==> src/rtl/ring_pkg.sv <==
package ring_pkg;

    typedef struct packed {
        logic rst;
        logic en;
    } ring_ctrl_t;

    typedef enum logic [1:0] {
        ACT_HOLD    = 2'd0,
        ACT_ADVANCE = 2'd1,
        ACT_RESTART = 2'd2
    } ring_act_e;

    function automatic ring_act_e pick_action(ring_ctrl_t c);
        if (c.rst) return ACT_RESTART;
        if (c.en)  return ACT_ADVANCE;
        return ACT_HOLD;
    endfunction

endpackage

==> src/rtl/ring_feedback.sv <==
module ring_feedback #(
    parameter int N = 4
) (
    input  logic [N-1:0] cur_i,
    output logic [N-1:0] nxt_o
);
    localparam int LOW_W = N - 1;

    logic [LOW_W-1:0] low_bits;
    assign low_bits = cur_i[LOW_W-1:0];

    // stage 0: recovery decode over all stages except the top one
    assign nxt_o[0] = ~|low_bits;

    genvar g;
    generate
        for (g = 1; g < N; g++) begin : g_shift
            assign nxt_o[g] = cur_i[g-1];
        end
    endgenerate
endmodule

==> src/rtl/ring_stage_reg.sv <==
module ring_stage_reg
    import ring_pkg::*;
#(
    parameter int N = 4
) (
    input  logic         clk_i,
    input  logic         rst_i,
    input  logic         en_i,
    input  ring_act_e    act_i,
    input  logic [N-1:0] nxt_i,
    output logic [N-1:0] state_o
);
    localparam logic [N-1:0] START = {{(N-1){1'b0}}, 1'b1};

    logic [N-1:0] state_q;

    always_ff @(posedge clk_i) begin
        unique case (act_i)
            ACT_RESTART: state_q <= START;
            ACT_ADVANCE: state_q <= nxt_i;
            default:     state_q <= state_q;
        endcase
    end

    assign state_o = state_q;

    // reset beats enable
    p_reset_wins_r4: assert property (@(posedge clk_i)
        (rst_i && en_i) |=> (state_q == START));

    // disabled count holds
    p_hold_r3: assert property (@(posedge clk_i) disable iff (rst_i)
        !en_i |=> $stable(state_q));
endmodule

==> src/rtl/ring_wrap_detect.sv <==
module ring_wrap_detect
    import ring_pkg::*;
#(
    parameter int N = 4
) (
    input  ring_act_e    act_i,
    input  logic [N-1:0] cur_i,
    output logic         wrap_o
);
    localparam logic [N-1:0] TOP = {1'b1, {(N-1){1'b0}}};

    assign wrap_o = (act_i == ACT_ADVANCE) && (cur_i == TOP);
endmodule

==> src/rtl/ring_onehot_ctr.sv <==
module ring_onehot_ctr
    import ring_pkg::*;
#(
    parameter int N = 4
) (
    input  logic         clk_i,
    input  logic         rst_i,
    input  logic         en_i,
    output logic [N-1:0] state_o,
    output logic         wrap_o
);
    localparam logic [N-1:0] START = {{(N-1){1'b0}}, 1'b1};
    localparam int CW = $clog2(N + 2);

    ring_ctrl_t   ctrl;
    ring_act_e    act;
    logic [N-1:0] cur;
    logic [N-1:0] nxt;

    assign ctrl.rst = rst_i;
    assign ctrl.en  = en_i;
    assign act      = pick_action(ctrl);

    ring_feedback #(.N(N)) u_fb (
        .cur_i (cur),
        .nxt_o (nxt)
    );

    ring_stage_reg #(.N(N)) u_reg (
        .clk_i   (clk_i),
        .rst_i   (rst_i),
        .en_i    (en_i),
        .act_i   (act),
        .nxt_i   (nxt),
        .state_o (cur)
    );

    ring_wrap_detect #(.N(N)) u_wrap (
        .act_i  (act),
        .cur_i  (cur),
        .wrap_o (wrap_o)
    );

    assign state_o = cur;

    // count of consecutive enabled edges spent in a non-one-hot state
    logic [CW-1:0] bad_cnt_q;
    always_ff @(posedge clk_i) begin
        if (rst_i || ($countones(cur) == 1))
            bad_cnt_q <= '0;
        else if (en_i && (bad_cnt_q != CW'(N + 1)))
            bad_cnt_q <= bad_cnt_q + 1'b1;
    end

    p_shift_up_r2: assert property (@(posedge clk_i) disable iff (rst_i)
        en_i |=> (cur[N-1:1] == $past(cur[N-2:0])));

    p_zero_recover_r5: assert property (@(posedge clk_i) disable iff (rst_i)
        (en_i && (cur == '0)) |=> (cur == START));

    p_clear_low_r6: assert property (@(posedge clk_i) disable iff (rst_i)
        (en_i && (|cur[N-2:0])) |=> !cur[0]);

    p_onehot_kept_r7: assert property (@(posedge clk_i) disable iff (rst_i)
        (en_i && ($countones(cur) == 1)) |=> ($countones(cur) == 1));

    p_recover_bound_r7: assert property (@(posedge clk_i) disable iff (rst_i)
        bad_cnt_q <= CW'(N));

    p_wrap_next_r8: assert property (@(posedge clk_i) disable iff (rst_i)
        wrap_o |=> (cur == START));
endmodule

==> config.mk <==
export PLATFORM = sky130hd
export DESIGN_NAME = ring_onehot_ctr
export DESIGN_NICKNAME = d
export VERILOG_FILES = /design/src/rtl/ring_pkg.sv /design/src/rtl/ring_feedback.sv /design/src/rtl/ring_stage_reg.sv /design/src/rtl/ring_wrap_detect.sv /design/src/rtl/ring_onehot_ctr.sv
export SDC_FILE = /design/constraint.sdc
export NUM_CORES = 1
export LEC_CHECK = 0
export ABC_AREA = 1
export BUFFER_PORTS_ARGS = -buffer_cell sky130_fd_sc_hd__buf_4
export CORE_AREA = 2 2 39 41
export DETAILED_ROUTE_END_ITERATION = 16
export DIE_AREA = 0 0 41 43
export GPL_TIMING_DRIVEN = 0
export RECOVER_POWER = 100
export SLEW_MARGIN = 30
export SYNTH_ARGS = -nofsm -noshare
export SYNTH_HDL_FRONTEND = slang
export SYNTH_SLANG_ARGS = --single-unit
==> constraint.sdc <==
create_clock -name clk_i -period 0.9 [get_ports clk_i]
set_input_delay 0.18 -clock clk_i [delete_from_list [all_inputs] [get_ports clk_i]]
set_output_delay 0.18 -clock clk_i [all_outputs]
set_load 0.005 [all_outputs]
* Word level (Yosys, flattened, before mapping)
Cells that the tools add are included.
** Storage, ports and cells
- Register bits after elaboration :: 4
- Input bits :: 3
- Output and inout bits :: 5
- Word-level logic and storage cells :: 16
** Cells by class
- Equal/unequal tests :: 3
- Muxes and demuxes :: 8
- Reduce and logical (&&, ||, !) cells :: 4
** Operators by type and width (number)
- $mux W2 :: 4
- $pmux W4 S2 :: 1
- $eq A4 B4 Y1 const B :: 1
- $mux W1 :: 3
- $reduce_or A3 Y1 :: 1
- $eq A2 B1 Y1 const B :: 1
- $eq A2 B2 Y1 const B :: 1
- $reduce_bool A2 Y1 :: 1
- $logic_and A1 B1 Y1 :: 1
- $logic_not A1 Y1 :: 1

* Depth between registers and ports, before layout
- Word-level depth :: 6
- Mapped depth :: 4

* By module
Synthesis repeated with hierarchy kept, for this count alone.
** Unflattened totals
- Cells, all modules :: 31
- Area total of the unflattened synthesis :: 249.0 µm²
** By module, submodules not included
- ring_stage_reg :: times used 1, cells each 15, area an instance 170.2 µm², seq. area each 120.1 µm²
- ring_feedback :: times used 1, cells each 7, area an instance 40.0 µm², seq. area each 0.0 µm²
- ring_wrap_detect :: times used 1, cells each 7, area an instance 28.8 µm², seq. area each 0.0 µm²
- ring_onehot_ctr :: times used 1, cells each 2, area an instance 10.0 µm², seq. area each 0.0 µm²

* Worst setup path before layout
No wires, ideal clock.
- Path type :: flip-flop to output port
- From :: register u_reg.state_q[1] (netlist: u_reg.state_o[1])
- To :: output wrap_o
- Arrival time :: 649 ps
- Data required time :: 720 ps
- Setup slack :: 71 ps
- Stages on the path, launching flop included :: 4
- Buffers on the path :: 0
- Path through :: edfxtp_1 nor2_1 nand2_1 nor2_1
** Between the ends
- Cells in the longest elaborated chain, start to end :: 2
** RTL lines
- start: declaration :: RTL line ring_stage_reg.sv:15 : logic [N-1:0] state_q;
- start signal: assignment :: RTL line ring_stage_reg.sv:20 : ACT_ADVANCE: state_q <= nxt_i;
- start signal: assignment :: RTL line ring_stage_reg.sv:21 : default: state_q <= state_q;
- $eq A4 B4 Y1 :: RTL line ring_wrap_detect.sv:12 : assign wrap_o = (act_i == ACT_ADVANCE) && (cur_i == TOP);
- $logic_and A1 B1 Y1 :: RTL line ring_wrap_detect.sv:12
- end: declaration :: RTL line ring_onehot_ctr.sv:10 : output logic wrap_o
No other way between the ends.

* Final worst setup path
- From :: register u_reg.state_q[0] (netlist: u_reg.state_o[0])
- To :: output wrap_o
The elaborated chain is that of the path after synthesis.

==> flow_metrics.tcl <==
set metrics [dict create \
    outcome "finished with violations" \
    violations "negative setup slack" \
    setup.worst_path.class "reg -> out" \
    hold_violations 0 \
    fmax_mhz 836 \
    drc 0 \
    clk_latency_ps 240 \
    ys_warn_count 0 \
    crit_path_frequent_cell "nor2_1" \
    avgRoutedWirePerCell_microns 7.88 \
    switching_power_mw 0.115 \
    crit_path_max_fanout 2 \
    seqPwrFrac_pct 42.4 \
    vias 161 \
    p_per_area_mw_per_mm2 1600 \
    maxCapViolCount 0 \
    rows 14 \
    ys_types 8 \
    cp_data_required_time_ps 720 \
    crit_family "flip-flops" \
    nNetsFinal 39 \
    drv_slew 0 \
    cts_root_buf "clkbuf_4" \
    ant_nets 0 \
    p_int_mw 0.424 \
    yosysTopAreaCell "edfxtp_1" \
    fin_tns_setup_ps -960 \
    vias_per_cell 3.22 \
    ys_seq_area_share_pct 58.5 \
    place_congestion 0.574 \
    grt_overflow 0 \
    grt_usage_pct 5.34 \
    fin_cells 50 \
    syn_area_per_cell_sq_um 9.33 \
    cp.buffers_inverters 1 \
    hp-class "in -> reg" \
    antenna_cells 0 \
    relSlewSlack_pct 79.9 \
    ys_ff_latch 4 \
    cts_hold_buf 0 \
    drt_pass1_iterations 2 \
    synth_nets 25 \
    grt_max_degree 5 \
    grt_pass1_wl_microns 572 \
    path_cells "nor2_1 > nand2_1 > nor2_1 > buf_4" \
    cpPeakStageDelay_ps 390 \
    initial_core_util_pct 14.8 \
    io_pins 8 \
    clkPwrFrac_pct 42.1 \
    synthToLayoutAreaGrowth_pct 64.6 \
    ctsHtreeMaxLevel 1 \
    synth_top_area_share_pct 58.5 \
    final_cell_mix "6 x buf_4, 6 x buf_6, 5 x nor2_1" \
    first_iter_violations 4 \
    die_area_sq_mm 0.00176 \
    fin_crit_sh_pct 133 \
    dp.cells 45 \
    cts_buffer_depth 2 \
    core-area_sq_mm 0.00138 \
    finClkSkew_ps 2.63 \
    synth.cell_area_sq_um 205 \
    rsz0062_at_grt "yes" \
    setup_ws_ps -295 \
    critPathLaunchType "flip-flop" \
    syn_inst 22 \
    cts_made_buffers 3 \
    fin_crit_ps 1200 \
    setup_violations 6 \
    largest_reg_flops 4 \
    arrival_ps 1020 \
    irDropWorstVdd_mv 0.517 \
    slowest_stage "edfxtp_1" \
    rrSetupSlack_ps -40 \
    switching_share_pct 21.4 \
    combPwrFrac_pct 15.5 \
    tightest_slew_ps 301 \
    cts.sinks 4 \
    drive_gt1_share_pct 52.9 \
    grt_pass1_vias 149 \
    routed_wl_microns 394 \
    antenna_found_initial 0 \
    dieWidth_microns 41 \
    cts_tree "yes" \
    end_kind "output port" \
    die_h_microns 43 \
    synth_area_leaders "edfxtp_1 59%, buf_4 11%, inv_1 9.1%, nor2_1 9.1%, nand2_1 3.7%" \
    p_leak_nw 0.162 \
    clk_pin_slew_ps 40 \
    portBuffers 7 \
]
-- synthesized netlist by cell type --
| cell | number |
|---|---|
| buf_4 | 3 |
| edfxtp_1 | 4 |
| inv_1 | 5 |
| nand2_1 | 2 |
| nand2_2 | 1 |
| nand3_1 | 1 |
| nor2_1 | 5 |
| or2_1 | 1 |
-- cell type report --
class                   instances  area (sq um)
flip-flops and latches          4           120
repair buffers                 10          97.6
inverters                       5          18.8
multi-input cells              10          43.8
fillers                       160          1050
plain buffers                   2          15.0
well taps                      16          20.0
clock buffers                   3          22.5
-- final timing paths --
check | startpoint | end | cells past startpoint
worst min-delay path | en_i | u_reg.state_o[2] | 3
worst max-delay path | u_reg.state_o[0] | wrap_o | 4
worst max register to register | u_reg.state_o[0] | u_reg.state_o[1] | 4
worst min register to register | u_reg.state_o[2] | u_reg.state_o[3] | 2
-- logic make-up after synthesis --
| kind of cell | count (synthesis) | share of synthesized area, % |
|---|---|---|
| AND/OR/NAND/NOR | 10 | 21.3 |
| flip-flops | 4 | 58.5 |
| buffers and inverters | 8 | 20.1 |
-- stage by stage --
step                      power [mW]  hold WS, ps  setup WS (ps)  utilization [%]  area (sq um)
after floorplan                0.261          413           70.6                -           205
after global routing           0.572          331           -369             24.4           338
after detailed placement       0.293          542          -58.4             20.1           278
after CTS                      0.546          289           -314             23.3           323
after global placement         0.292          532          -73.8             20.1           278
final                          0.539          303           -295             24.4           338
-- power by group through the flow --
stage / clock (mW) / sequential, mW / combinational (mW)
floorplan: 0 / 0.229 / 0.0318
global placement: 0 / 0.231 / 0.0607
detailed placement: 0 / 0.231 / 0.0621
CTS: 0.242 / 0.228 / 0.0756
global route: 0.249 / 0.230 / 0.0927
finish: 0.227 / 0.229 / 0.0836
-- worst reg2reg max path, delay by kind of cell, from the launching register on --
family	cells	cell delay (ps)
simple gates	1	30
flops	1	390
buf+inv	3	270
-- repair_timing --
action	4_1_cts	5_1_grt
pin swaps	1	1
buffers inserted	1	2
setup endpoints to repair	5	5
gates resized for setup	4	5
cloned	0	0
-- per-layer routing --
metal,wire (microns),global-route usage (%),up-vias
met5,0,0,-
met4,0,6.00,0
met3,33,3.14,0
met2,162,4.69,7
met1,198,7.49,66
li1,-,-,88
Power figures use the tool's default switching activity.
